===== src/rtl/flowctl_pkg.sv =====
package flowctl_pkg;

  localparam int TRIG_W = 4;

  // Decoded fill level at which the request is withdrawn.
  function automatic int unsigned fill_limit(input logic [TRIG_W-1:0] code);
    case (code)
      4'd0:    fill_limit = 1;
      4'd1:    fill_limit = 4;
      4'd2:    fill_limit = 8;
      4'd3:    fill_limit = 14;
      default: fill_limit = 30;
    endcase
  endfunction

endpackage


===== src/rtl/flowctl_sync.sv =====
module flowctl_sync #(
  parameter int   STAGES  = 2,
  parameter logic RST_VAL = 1'b1
) (
  input  logic clk,
  input  logic rst,
  input  logic d,
  output logic q
);

  logic [STAGES-1:0] stg;

  always_ff @(posedge clk) begin
    if (rst) begin
      stg <= {STAGES{RST_VAL}};
    end else begin
      stg[0] <= d;
      for (int i = 1; i < STAGES; i++) begin
        stg[i] <= stg[i-1];
      end
    end
  end

  assign q = stg[STAGES-1];

endmodule


===== src/rtl/flowctl_rts.sv =====
module flowctl_rts #(
  parameter int FILL_W = 6
) (
  input  logic                          clk,
  input  logic                          rst,
  input  logic                          auto_en,
  input  logic                          sw_req,
  input  logic                          pol,
  input  logic [flowctl_pkg::TRIG_W-1:0] code,
  input  logic [FILL_W-1:0]             fill,
  output logic                          pin
);

  logic [FILL_W-1:0] limit;
  logic              want;

  always_comb begin
    limit = FILL_W'(flowctl_pkg::fill_limit(code));
    want  = auto_en ? (fill < limit) : sw_req;
  end

  always_ff @(posedge clk) begin
    if (rst) pin <= ~pol;
    else     pin <= pol ? want : ~want;
  end


  rts_full_chk: assert property (@(posedge clk) disable iff (rst)
    (auto_en && fill >= limit) |=> (pin == ~$past(pol)));


  rts_empty_chk: assert property (@(posedge clk) disable iff (rst)
    (auto_en && fill == '0) |=> (pin == $past(pol)));


  rts_soft_chk: assert property (@(posedge clk) disable iff (rst)
    (!auto_en) |=> (pin == ($past(sw_req) ~^ $past(pol))));

endmodule


===== src/rtl/flowctl_cts.sv =====
module flowctl_cts #(
  parameter logic IDLE_VAL = 1'b1
) (
  input  logic clk,
  input  logic rst,
  input  logic cts_s,
  input  logic pol,
  input  logic auto_en,
  input  logic chg_clr,
  input  logic irq_en,
  output logic permit,
  output logic chg_flag,
  output logic irq
);

  logic prev_q;
  logic active;
  logic toggled;
  logic flag_n;

  always_comb begin
    active  = pol ? cts_s : ~cts_s;
    toggled = cts_s ^ prev_q;
    flag_n  = toggled | (chg_flag & ~chg_clr);
  end

  always_ff @(posedge clk) begin
    if (rst) begin
      prev_q   <= IDLE_VAL;
      permit   <= 1'b0;
      chg_flag <= 1'b0;
      irq      <= 1'b0;
    end else begin
      prev_q   <= cts_s;
      permit   <= ~auto_en | active;
      chg_flag <= flag_n;
      irq      <= flag_n & irq_en;
    end
  end


  gate_off_chk: assert property (@(posedge clk) disable iff (rst)
    (auto_en && (cts_s != pol)) |=> !permit);


  chg_set_chk: assert property (@(posedge clk) disable iff (rst)
    (cts_s != prev_q) |=> chg_flag);


  chg_hold_chk: assert property (@(posedge clk) disable iff (rst)
    (chg_flag && !chg_clr) |=> chg_flag);


  chg_clr_chk: assert property (@(posedge clk) disable iff (rst)
    (chg_flag && chg_clr && (cts_s == prev_q)) |=> !chg_flag);


  irq_flag_chk: assert property (@(posedge clk) disable iff (rst)
    irq |-> chg_flag);

endmodule


===== src/rtl/uart_hwflow.sv =====
module uart_hwflow #(
  parameter int FILL_W    = 6,
  parameter int SYNC_DEPTH = 2
) (
  input  logic                           clk,
  input  logic                           rst,
  input  logic [FILL_W-1:0]              rx_fill,
  input  logic [flowctl_pkg::TRIG_W-1:0] rts_trig,
  input  logic                           auto_rts_en,
  input  logic                           rts_soft_req,
  input  logic                           rts_pol,
  input  logic                           cts_pin,
  input  logic                           cts_pol,
  input  logic                           auto_cts_en,
  input  logic                           char_bound,
  input  logic                           chg_clr,
  input  logic                           modem_ie,
  output logic                           rts_pin,
  output logic                           rts_sts,
  output logic                           cts_sts,
  output logic                           tx_allow,
  output logic                           cts_chg,
  output logic                           modem_irq
);

  localparam logic CTS_IDLE = 1'b1;

  logic cts_s;
  logic permit;

  flowctl_sync #(.STAGES(SYNC_DEPTH), .RST_VAL(CTS_IDLE)) u_sync (
    .clk (clk),
    .rst (rst),
    .d   (cts_pin),
    .q   (cts_s)
  );

  flowctl_rts #(.FILL_W(FILL_W)) u_rts (
    .clk     (clk),
    .rst     (rst),
    .auto_en (auto_rts_en),
    .sw_req  (rts_soft_req),
    .pol     (rts_pol),
    .code    (rts_trig),
    .fill    (rx_fill),
    .pin     (rts_pin)
  );

  flowctl_cts #(.IDLE_VAL(CTS_IDLE)) u_cts (
    .clk      (clk),
    .rst      (rst),
    .cts_s    (cts_s),
    .pol      (cts_pol),
    .auto_en  (auto_cts_en),
    .chg_clr  (chg_clr),
    .irq_en   (modem_ie),
    .permit   (permit),
    .chg_flag (cts_chg),
    .irq      (modem_irq)
  );

  assign rts_sts  = rts_pin;
  assign cts_sts  = cts_s;
  assign tx_allow = char_bound & permit;


  start_gate_chk: assert property (@(posedge clk) disable iff (rst)
    (auto_cts_en && (cts_s != cts_pol)) |=> !(tx_allow && $past(auto_cts_en)
      && $stable(auto_cts_en)));

endmodule


===== config.mk =====
export PLATFORM = sky130hd
export DESIGN_NAME = uart_hwflow
export DESIGN_NICKNAME = d
export VERILOG_FILES = /design/src/rtl/flowctl_pkg.sv /design/src/rtl/flowctl_sync.sv /design/src/rtl/flowctl_rts.sv /design/src/rtl/flowctl_cts.sv /design/src/rtl/uart_hwflow.sv
export SDC_FILE = /design/constraint.sdc
export NUM_CORES = 1
export LEC_CHECK = 0
export BUFFER_PORTS_ARGS = -buffer_cell sky130_fd_sc_hd__buf_2
export CAP_MARGIN = 25
export CORE_AREA = 2 2 39 41
export CTS_CLUSTER_DIAMETER = 60
export DETAILED_ROUTE_END_ITERATION = 7
export DIE_AREA = 0 0 41 43
export PLACE_DENSITY_LB_ADDON = 0.08
export SYNTH_ARGS = -nofsm -noshare
export SYNTH_HDL_FRONTEND = slang
export SYNTH_SLANG_ARGS = --single-unit

===== constraint.sdc =====
create_clock -name clk -period 2.31 [get_ports clk]
set_clock_uncertainty 0.2 [all_clocks]
set_input_delay 0.1155 -clock clk [delete_from_list [all_inputs] [get_ports clk]]
set_output_delay 0.1155 -clock clk [all_outputs]
set_load 0.02 [all_outputs]

* After elaboration in Yosys (flattened, before gate mapping)
Cells that the tools add are included.
** Storage, ports and cells
- Bits in registers :: 7
- Input port bits :: 21
- Word-level logic and storage cells :: 27
** Cells by class
- $lt $le $gt $ge :: 1
- Eq/ne operators :: 3
- Bitwise logic cells :: 11
- Mux-type cells :: 5
- Reduce and logical (&&, ||, !) cells :: 1
** Operator list (number)
- $pmux 5 s4 :: 1
- $eq 4x2->1 const B :: 2
- $lt 6x5->1 :: 1
- $not 1->1 :: 5
- $eq 4x1->1 const B :: 1
- $logic_not 4->1 :: 1
- $mux 1 :: 4
- $and 1x1->1 :: 3
- $or 1x1->1 :: 2
- $xor 1x1->1 :: 1

* Depth between registers and ports, before layout
Gate-level depths: netlist of run 1.
- Depth in word-level cells :: 7
- Depth in mapped cells :: 6
- Mapped depth without buffers :: 6

* Modules after synthesis
A second synthesis of run 1 with hierarchy kept.
** Second synthesis, totals
- Cell total of the unflattened synthesis :: 37
- Area, all modules :: 366.6 µm²
** By module, submodules not included
- flowctl_rts :: sequential area each 20.0 µm², instances 1, area each 168.9 µm², cells an instance 19
- flowctl_cts :: sequential area each 80.1 µm², instances 1, area each 131.4 µm², cells an instance 12
- flowctl_sync :: sequential area each 40.0 µm², instances 1, area each 52.6 µm², cells an instance 4
- uart_hwflow :: sequential area each 0.0 µm², instances 1, area each 13.8 µm², cells an instance 2

* Least setup slack after synthesis of run 1
Ideal clock, no wire load.
- Path kind :: in2reg
- Start point :: input rts_trig[3] (netlist name)
- End point :: register u_rts.pin
- Setup slack :: 0.970 ns
- Path buffers :: 0
- Required time :: 2.038 ns
- Stages :: 6
- Data arrival time :: 1.067 ns
- Cell sequence :: nor3_2 > ha_1 > a211oi_1 > nand3_1 > o22ai_2 > xnor2_1
** On the way
- Word-level cells in the longest chain between the ends :: 7
- Elaborated cells between the ends (all ways) :: 10
** Ends and longest elaborated chain
- start: declaration :: RTL line uart_hwflow.sv:8 : input logic [flowctl_pkg::TRIG_W-1:0] rts_trig,
- $eq 4x2->1 (tied with other cells) :: RTL line flowctl_pkg.sv:7 : case (code)
- $pmux 5 s4 (*) :: RTL line flowctl_pkg.sv:7
- $lt 6x5->1 (*) :: RTL line flowctl_rts.sv:19 : want = auto_en ? (fill < limit) : sw_req;
- $mux 1 (*) :: RTL line flowctl_rts.sv:19
- $not 1->1 :: RTL line flowctl_rts.sv:24 : else pin <= pol ? want : ~want;
- $mux 1 (*) :: RTL line flowctl_rts.sv:24
- $mux 1 (*) :: RTL line flowctl_rts.sv:23 : if (rst) pin <= ~pol;
- end signal: assignment :: RTL line flowctl_rts.sv:23
- end signal: assignment :: RTL line flowctl_rts.sv:24
- end: declaration :: RTL line flowctl_rts.sv:11 : output logic pin
Every way passes the cells marked *; elsewhere a longest branch is shown, timed or not.
A chain may end at the register's enable or synchronous reset.

* Worst setup path in the final report of run 1
- Start point :: input rst
- End point :: register u_sync.stg[0]
** RTL lines
- start: declaration :: RTL line uart_hwflow.sv:6 : input logic rst,
- end signal: assignment :: RTL line flowctl_sync.sv:15 : stg <= {STAGES{RST_VAL}};
- end signal: indexed assignment :: RTL line flowctl_sync.sv:19 : stg[i] <= stg[i-1];
- end: declaration :: RTL line flowctl_sync.sv:11 : logic [STAGES-1:0] stg;
No word-level cell between the ends.

==> flow_metrics.env, run 1 <==
export IMPL_ys_seq_elements=7
export IMPL_slew_headroom_pct=85.0
export IMPL_rr_worst_depth=3
export IMPL_slew_violations=0
export IMPL_dieWidth_um=41
export IMPL_fin_crit_sh_pct=74.3
export IMPL_yosys_warnings=0
export IMPL_grt_pass1_vias=327
export IMPL_synth_seq_area_share_pct=39.0
export IMPL_grt_antenna_before_repair=0
export IMPL_avgSynthCellArea_um2=9.97
export IMPL_critPathLaunchType="primary input"
export IMPL_fin_ws_ns=0.595
export IMPL_arrival_ns=1.65
export IMPL_rows=14
export IMPL_io_pins=27
export IMPL_regArea_um2=140
export IMPL_rsz0062_at_grt="false"
export IMPL_dieArea_mm2=0.00176
export IMPL_synth_flop_cell="dfxtp_1"
export IMPL_fmax_ghz=0.583
export IMPL_drv_cap=0
export IMPL_ys_types=17
export IMPL_drc_errors=0
export IMPL_instances_no_fill=89
export IMPL_wirelength_um=701
export IMPL_grt_pass1_wl_mm=1.20
export IMPL_worstHoldPathType="primary input to register"
export IMPL_synth_area_leader_cell="dfxtp_1"
export IMPL_hold_violations=0
export IMPL_cts_buffers=3
export IMPL_finalSetupViolCount=0
export IMPL_layout_nets=99
export IMPL_drt_first_pass_iters=4
export IMPL_io_buffer_count=26
export IMPL_final_antenna_net_count=0
export IMPL_syn_inst=36
export IMPL_busiest_layer="met2"
export IMPL_n_fill_cell=148
export IMPL_hold_depth=4
export IMPL_synth_commonest_cells="7 x dfxtp_1, 4 x ha_1, 3 x a21oi_1, 3 x nor3_1, 3 x or2_2"
export IMPL_critPathMaxFanout=7
export IMPL_vias=384
export IMPL_cts_htree_levels=1
export IMPL_use_met3_pct=7.85
export IMPL_comb_power_share_pct=24.0
export IMPL_p_sw_share_pct=25.2
export IMPL_switching_power_w=0.0000794
export IMPL_root_buffer="clkbuf_4"
export IMPL_status="finished, final reports clean"
export IMPL_p_int_w=0.000236
export IMPL_ys_top_cells_by_area="dfxtp_1 39%, ha_1 14%, or2_2 5.2%, xnor2_1 4.9%, a21oi_1 4.2%"
export IMPL_cts_tree="done"
export IMPL_syn_num_nets=61
export IMPL_use_met1_pct=11.3
export IMPL_routed_via_density=4.31
export IMPL_fp_coreArea_mm2=0.00138
export IMPL_synth_most_common_cell="dfxtp_1"
export IMPL_cts_buffer_depth=2
export IMPL_leakage_nw=0.297
export IMPL_critPathCaptureType="register"
export IMPL_cts_sinks=7
export IMPL_place_gp_congestion=0.655
export IMPL_grt_met2_usage_pct=14.7
export IMPL_irDropWorstVdd_mv=0.244
export IMPL_post_cts_resized=0
export IMPL_drive_gt1_share_pct=46.6
export IMPL_crit_type="primary input to register"
export IMPL_dr_first_iter_drc_count=3
export IMPL_area_growth_pct=69.3
export IMPL_grt_use_total_pct=10.6
export IMPL_grt_max_degree=8
export IMPL_pre_cts_ws_ns=0.761
export IMPL_antenna_cells=0
export IMPL_yosysTopAreaCellShare_pct=39.0
export IMPL_worstPathRequired_ns=2.24
export IMPL_power_frac_seq_pct=41.6
export IMPL_overflow=0
export IMPL_syn_cell_area_um2=359
export IMPL_power_density_mw_per_mm2=519
export IMPL_min_period_ns=1.72
export IMPL_fin_tns_setup_ns=0
export IMPL_start_util_pct=25.9
export IMPL_dieHeight_um=43
export IMPL_clkLatencyLatePin_ns=0.25
export IMPL_worstMarginPinSlew_ns=0.224
export IMPL_clk_pin_slew_ns=0.05
export IMPL_post_place_cells=77
export IMPL_synthArstFlopShare_pct=0
export IMPL_synth_edf_count=0
export IMPL_pwr_share_clk_pct=34.4
export IMPL_wire_per_inst_um=7.88
export IMPL_multi_input_comb_area_um2=211
==> worst max-delay path, cell delays in order <==
cell	delay, ns
dlygate4sd3_1	0.53
buf_2	0.16
or2_2	0.29
dlygate4sd3_1	0.55
==> what timing repair did <==
item,CTS,global route
buffers inserted,0,0
hold buffers,8,0
endpoints found under the hold margin,7,0
==> final timing paths <==
kind                    to           from  slack, ns
min reg2reg  u_sync.stg[1]  u_sync.stg[0]       0.21
min              u_rts.pin    auto_rts_en       0.06
max reg2reg   u_cts.permit  u_sync.stg[1]       0.84
max          u_sync.stg[0]            rst       0.59
==> cells in the final DEF (no fill, tap or decap) <==
| master | synthesis | final |
|---|---|---|
| nor3_1 | 3 | 3 |
| or2_2 | 3 | 3 |
| nor3_2 | 1 | 1 |
| a21oi_1 | 3 | 3 |
| nand2b_1 | 1 | 1 |
| xnor2_1 | 2 | 2 |
| clkbuf_1 | 0 | 1 |
| buf_2 | 0 | 26 |
| and2_1 | 2 | 2 |
| xor2_1 | 1 | 1 |
| o211ai_1 | 1 | 1 |
| o22ai_2 | 1 | 1 |
| clkbuf_4 | 0 | 3 |
| dfxtp_1 | 7 | 7 |
| nand3_1 | 1 | 1 |
| dlygate4sd3_1 | 0 | 8 |
| mux2i_1 | 1 | 1 |
| a211oi_1 | 2 | 2 |
| nor2_1 | 2 | 2 |
| ha_1 | 4 | 4 |
==> layout make-up <==
class,count,area share [%]
flip-flops and latches,7,23.0
repair buffers,34,34.6
well taps,16,3.29
multi-input cells,28,34.8
clock buffers,4,4.32
==> sequential cells by signal (all words and copies together) (netlist names) <==
register	cells
u_cts.permit	1
u_cts.irq	1
u_cts.prev_q	1
u_rts.pin	1
u_cts.chg_flag	1
u_sync.stg	2
==> per-layer routing <==
layer / share of wire, % / vias up
li1: - / 202
met1: 41 / 161
met2: 46 / 19
met3: 12 / 2
met4: 0.57 / 0
met5: 0 / -
==> power groups by stage <==
stage | clock [W] | sequential [W] | combinational, W
after floorplan | 0 | 0.000140 | 0.0000309
after global placement | 0 | 0.000134 | 0.0000665
after CTS | 0.000116 | 0.000131 | 0.0000769
final | 0.000108 | 0.000131 | 0.0000756
after global routing | 0.000126 | 0.000132 | 0.0000856
after detailed placement | 0 | 0.000134 | 0.0000656
==> per-stage QoR <==
stage | hold slack [ns] | utilization [%] | total power (W) | cell area, um^2
floorplan | -0.0154 | - | 0.000171 | 359
global placement | 0.0937 | 36.3 | 0.000200 | 502
detailed placement | 0.0991 | 36.3 | 0.000199 | 502
CTS | 0.0570 | 43.9 | 0.000324 | 608
global route | 0.104 | 43.9 | 0.000344 | 608
finish | 0.0584 | 43.9 | 0.000315 | 608
==> cells by family (layout without fill, tap and decap cells) <==
group                    after synthesis  count (layout)  synth area share [%]
multiplexers                           1               1                  2.79
AND/OR/NAND/NOR                       13              13                  20.9
adder cells (fa/ha/maj)                4               4                  13.9
buffers and inverters                  1              38                  2.09
flip-flops                             7               7                  39.0
AO/OA/AOI/OAI                          7               7                  13.9
XOR/XNOR                               3               3                  7.32
Power figures use the tool's default switching activity.
==> run 2, diff against run 1 <==
==> constraint.sdc (replaced) <==
create_clock -name clk -period 1.5 [get_ports clk]
set_clock_uncertainty 0.2 [all_clocks]
set_input_delay 0.075 -clock clk [delete_from_list [all_inputs] [get_ports clk]]
set_output_delay 0.075 -clock clk [all_outputs]
set_load 0.02 [all_outputs]
==> run 2 against run 1 <==
Effect of this change:
- hold slack lost 0.034 ns
- cell count down 2.2%
- sequential share of layout area increased by 0.21 points
- non-clock buffer count shrank 2
- worst setup slack worse by 0.52 ns
- largest cell class unchanged
- largest power group unchanged
==> flow_metrics.env, run 2 (synthesis results as in run 1) <==
export IMPL_status="finished, final reports clean"
export IMPL_routed_via_density=4.34
export IMPL_io_pins=27
export IMPL_regToRegStartpoint="u_sync.stg[1]"
export IMPL_critPathCaptureType="register"
export IMPL_cts_tree="done"
export IMPL_cts_htree_levels=1
export IMPL_io_buffer_count=26
export IMPL_final_cell_mix="25 x buf_2, 6 x dlygate4sd3_1, 6 x dfxtp_1"
export IMPL_min_period_ns=1.43
export IMPL_worstHoldEndpoint="u_rts.pin"
export IMPL_min_from="auto_rts_en"
export IMPL_rr_worst_depth=3
export IMPL_dieWidth_um=41
export IMPL_slew_violations=0
export IMPL_grt_use_total_pct=11.2
export IMPL_clk_pin_slew_ns=0.05
export IMPL_drive_gt1_share_pct=50.7
export IMPL_rr_endpoint="u_cts.chg_flag"
export IMPL_slew_headroom_pct=82.0
export IMPL_multi_input_comb_area_um2=223
export IMPL_root_buffer="clkbuf_4"
export IMPL_fin_util_pct=43.9
export IMPL_drc_errors=0
export IMPL_power_density_mw_per_mm2=797
export IMPL_critPathLaunchType="register"
export IMPL_cts_buffer_depth=2
export IMPL_grt_antenna_before_repair=0
export IMPL_n_fill_cell=144
export IMPL_worstMarginPinSlew_ns=0.270
export IMPL_drv_cap=0
export IMPL_instances_no_fill=87
export IMPL_fp_coreArea_mm2=0.00138
export IMPL_critPathMaxFanout=4
export IMPL_worstPathRequired_ns=1.43
export IMPL_grt_pass1_vias=363
export IMPL_arrival_ns=1.36
export IMPL_dieArea_mm2=0.00176
export IMPL_vias=378
export IMPL_final_antenna_net_count=0
export IMPL_hold_violations=0
export IMPL_post_place_cells=77
export IMPL_rows=14
export IMPL_crit_type="register to register"
export IMPL_area_growth_pct=69.3
export IMPL_grt_max_degree=8
export IMPL_drt_first_pass_iters=1
export IMPL_wirelength_um=731
export IMPL_overflow=0
export IMPL_leakage_nw=0.303
export IMPL_grt_pass1_wl_mm=1.30
export IMPL_place_gp_congestion=0.648
export IMPL_irDropWorstVdd_mv=0.401
export IMPL_largest_reg_flops=2
export IMPL_top_register="u_sync.stg"
export IMPL_dr_first_iter_drc_count=0
export IMPL_rsz0062_at_grt="false"
export IMPL_fmax_ghz=0.701
export IMPL_clkLatencyLatePin_ns=0.24
export IMPL_layout_nets=97
export IMPL_cts_sinks=7
export IMPL_finalSetupViolCount=0
export IMPL_cts_buffers=3
export IMPL_rrSetupSlack_ns=0.07
export IMPL_dieHeight_um=43
export IMPL_final_common_cell="buf_2"
export IMPL_start_util_pct=25.9
export IMPL_worstHoldPathType="primary input to register"
export IMPL_hold_depth=4
export IMPL_fin_crit_sh_pct=95.1
export IMPL_regArea_um2=141
export IMPL_antenna_cells=0
export IMPL_wire_per_inst_um=8.40
-- run 2: critical path: stages (launching register included) --
cell and delay, ns:
dfxtp_2 0.37, xnor2_2 0.12, a21oi_2 0.08, dlygate4sd3_1 0.55
-- run 2: report_power, final --
part           total (W)  internal, W  switching, W
clock network   0.000166     0.000101     0.0000648
registers       0.000203     0.000198    0.00000465
logic           0.000116    0.0000625     0.0000530
-- run 2: metal layers --
layer / share of wire, % / up-vias / GRT usage, %
met5: 0 / - / 0
met4: 0 / 0 / 4.00
met3: 11 / 0 / 7.85
met2: 47 / 19 / 15.9
met1: 41 / 160 / 12.6
li1: - / 199 / -
-- run 2: worst max-delay path by stage --
stage,cells after the start,slack [ns],startpoint,to
6_report,3,0.07,u_sync.stg[1],u_cts.chg_flag
3_5_place_dp,7,-0.02,rts_trig[3],u_rts.pin
3_3_place_gp,7,0.006,rts_trig[1],u_rts.pin
4_1_cts,3,0.02,u_sync.stg[1],u_cts.chg_flag
2_1_floorplan,6,0.20,rts_trig[3],u_rts.pin
5_1_grt,3,0.02,u_sync.stg[1],u_cts.chg_flag
-- run 2: cell type report --
class	instances	share of cell area, %
clock buffer	4	4.32
multi-input combinational	28	36.6
sequential	7	23.3
tap	16	3.29
timing repair buffer	32	32.5
-- run 2: metrics by stage --
stage	power, W	setup TNS [ns]	hold slack [ns]	instance area (um^2)	setup slack [ns]
floorplan	0.000264	0	-0.0559	359	0.201
global placement	0.000308	0	0.0531	502	0.00615
detailed placement	0.000307	-0.0203	0.0560	502	-0.0203
CTS	0.000493	0	0.0254	598	0.0189
global route	0.000521	0	0.0575	608	0.0172
finish	0.000485	0	0.0243	608	0.0741
-- run 2: repair_timing --
action,CTS,global route
hold endpoints to repair,7,0
resized for setup,0,4
hold buffers,7,0
setup buffers,0,0
setup endpoints to repair,0,1
==> run 3, diff against run 2 <==
--- a/config.mk
+++ b/config.mk
@@ -6,12 +6,13 @@
 export NUM_CORES = 1
 export LEC_CHECK = 0
 export BUFFER_PORTS_ARGS = -buffer_cell sky130_fd_sc_hd__buf_2
-export CAP_MARGIN = 25
+export CAP_MARGIN = 20
 export CORE_AREA = 2 2 39 41
 export CTS_CLUSTER_DIAMETER = 60
 export DETAILED_ROUTE_END_ITERATION = 7
 export DIE_AREA = 0 0 41 43
 export PLACE_DENSITY_LB_ADDON = 0.08
+export SETUP_SLACK_MARGIN = 0.5
 export SYNTH_ARGS = -nofsm -noshare
 export SYNTH_HDL_FRONTEND = slang
 export SYNTH_SLANG_ARGS = --single-unit
==> run 3 against run 2 <==
Effect of this change:
- the flow now finishes with violations (negative hold slack)
- clock power barely moved
- flip-flop and latch count unchanged
- maximum frequency increased by 19%
- power grew 4.0%
- critical path type is now primary input to register
- largest power group unchanged
==> flow_metrics.env, run 3 (synthesis results as in run 1) <==
export IMPL_rrSetupSlack_ns=0.48
export IMPL_hold_violations=4
export IMPL_drv_cap=0
export IMPL_cts_buffers=3
export IMPL_clkLatencyLatePin_ns=0.25
export IMPL_worstMarginPinSlew_ns=0.166
export IMPL_overflow=0
export IMPL_multi_input_comb_area_um2=241
export IMPL_arrival_ns=1.13
export IMPL_worstHoldPathType="primary input to register"
export IMPL_slew_violations=0
export IMPL_rr_worst_depth=3
export IMPL_power_frac_seq_pct=40.6
export IMPL_area_growth_pct=78.4
export IMPL_drc_errors=0
export IMPL_wirelength_um=745
export IMPL_routed_via_density=4.38
export IMPL_dp_hpwl_um=605
export IMPL_critPathLaunchType="primary input"
export IMPL_drive_gt1_share_pct=60.0
export IMPL_drt_first_pass_iters=2
export IMPL_grt_pass1_wl_mm=1.13
export IMPL_clk_pin_slew_ns=0.05
export IMPL_dr_first_iter_drc_count=3
export IMPL_placed_area_um2=523
export IMPL_slew_headroom_pct=88.6
export IMPL_layout_nets=96
export IMPL_fin_crit_sh_pct=79.6
export IMPL_min_period_ns=1.19
export IMPL_cts_buffer_depth=2
export IMPL_irDropWorstVdd_mv=0.303
export IMPL_grt_max_degree=8
export IMPL_crit_type="primary input to register"
export IMPL_path_buf_inv=2
export IMPL_fp_coreArea_mm2=0.00138
export IMPL_io_pins=27
export IMPL_worstPathRequired_ns=1.43
export IMPL_comb_power_share_pct=25.8
export IMPL_violations="negative hold slack"
export IMPL_largest_reg_flops=2
export IMPL_place_gp_congestion=0.678
export IMPL_io_buffer_count=26
export IMPL_final_common_cell="buf_2"
export IMPL_cts_tree="done"
export IMPL_switching_power_w=0.000131
export IMPL_worstHoldEndpoint="u_sync.stg[0]"
export IMPL_status="finished, violations left"
export IMPL_grt_antenna_before_repair=0
export IMPL_leakage_nw=0.303
export IMPL_dieArea_mm2=0.00176
export IMPL_antenna_cells=0
export IMPL_cts_htree_levels=1
export IMPL_final_antenna_net_count=0
export IMPL_power_density_mw_per_mm2=786
export IMPL_dieHeight_um=43
export IMPL_start_util_pct=25.9
export IMPL_holdWs_ns=-0.190
export IMPL_crit_family="buffers and inverters"
export IMPL_p_int_w=0.000373
export IMPL_postLayoutCellArea_um2=641
export IMPL_cpMaxStageDelayCell="dlygate4sd3_1"
export IMPL_cp_slowest_stage_delay_ns=0.62
export IMPL_p_sw_share_pct=26.0
export IMPL_fmax_ghz=0.837
export IMPL_regArea_um2=145
export IMPL_n_fill_cell=148
export IMPL_critPathMaxFanout=5
export IMPL_grt_pass1_vias=331
export IMPL_cts_sinks=7
export IMPL_dieWidth_um=41
export IMPL_rows=14
export IMPL_critPathCaptureType="register"
export IMPL_pwr_share_clk_pct=33.6
export IMPL_regToRegStartpoint="u_sync.stg[1]"
export IMPL_cp_cell_sequence="buf_2 > dlygate4sd3_1 > or2_2"
export IMPL_rr_endpoint="u_cts.irq"
export IMPL_top_register="u_sync.stg"
export IMPL_hold_depth=2
export IMPL_min_from="cts_pin"
export IMPL_fin_tns_setup_ns=0
export IMPL_root_buffer="clkbuf_4"
export IMPL_power_total_w=0.000504
export IMPL_finalSetupViolCount=0
export IMPL_wire_per_inst_um=8.66
export IMPL_final_cell_mix="20 x buf_2, 5 x dfxtp_1, 4 x ha_1, 4 x dlygate4sd3_1, 4 x buf_6"
export IMPL_rsz0062_at_grt="true"
export IMPL_grt_use_total_pct=9.95
export IMPL_vias=377
[run 3: changes by cell type in the layout (fill, tap and decap cells not counted), moves of 2 or more]
cell / delta
a211oi_1: -2
buf_2: -5
buf_6: +4
dlygate4sd3_1: -2
a211oi_2: +2
buf_4: +3
[run 3: how the worst max path moves through the flow]
| stage | startpoint | endpoint | slack (ns) | cells past startpoint |
|---|---|---|---|---|
| global route | rts_trig[1] | u_rts.pin | 0.24 | 7 |
| CTS | rts_trig[1] | u_rts.pin | 0.31 | 7 |
| detailed placement | rts_trig[3] | u_rts.pin | 0.03 | 7 |
| finish | rst | u_sync.stg[0] | 0.31 | 3 |
| floorplan | rts_trig[3] | u_rts.pin | 0.24 | 6 |
| global placement | rts_trig[1] | u_rts.pin | 0.05 | 7 |
[run 3: stage by stage]
stage	hold WS, ns	worst slack, ns	utilization (%)	instances
after floorplan	-0.0559	0.242	-	36
after global placement	0.0590	0.0476	37.8	77
after detailed placement	0.0626	0.0262	37.8	77
after CTS	-0.199	0.307	44.9	85
after global routing	-0.187	0.244	46.3	86
final	-0.190	0.306	46.3	86
[run 3: repair_timing]
action                     in CTS  in global routing
setup buffers                   1                  0
pin swaps                       6                  1
hold endpoints to repair        7                  5
hold buffers                    3                  1
setup endpoints to repair       7                  8
gates cloned                    0                  0
gates resized for setup        10                  3
[run 3: per-layer routing]
layer / part of all wire [%] / GRT usage (%)
met2: 45 / 15.0
met1: 41 / 9.35
met3: 12 / 6.81
met5: 0 / 0
met4: 0.67 / 6.00
[run 3: power by group through the flow]
stage / Sequential (W) / Clock (W) / Combinational (W)
CTS: 0.000204 / 0.000181 / 0.000127
global placement: 0.000206 / 0 / 0.000107
floorplan: 0.000215 / 0 / 0.0000504
detailed placement: 0.000206 / 0 / 0.000107
global route: 0.000206 / 0.000188 / 0.000144
finish: 0.000204 / 0.000169 / 0.000130
[run 3: final cells by class]
class | instances | area share (%)
Clock buffer | 4 | 4.10
Multi-Input combinational cell | 28 | 37.7
Sequential cell | 7 | 22.7
Tap cell | 16 | 3.13
Timing Repair Buffer | 31 | 32.4
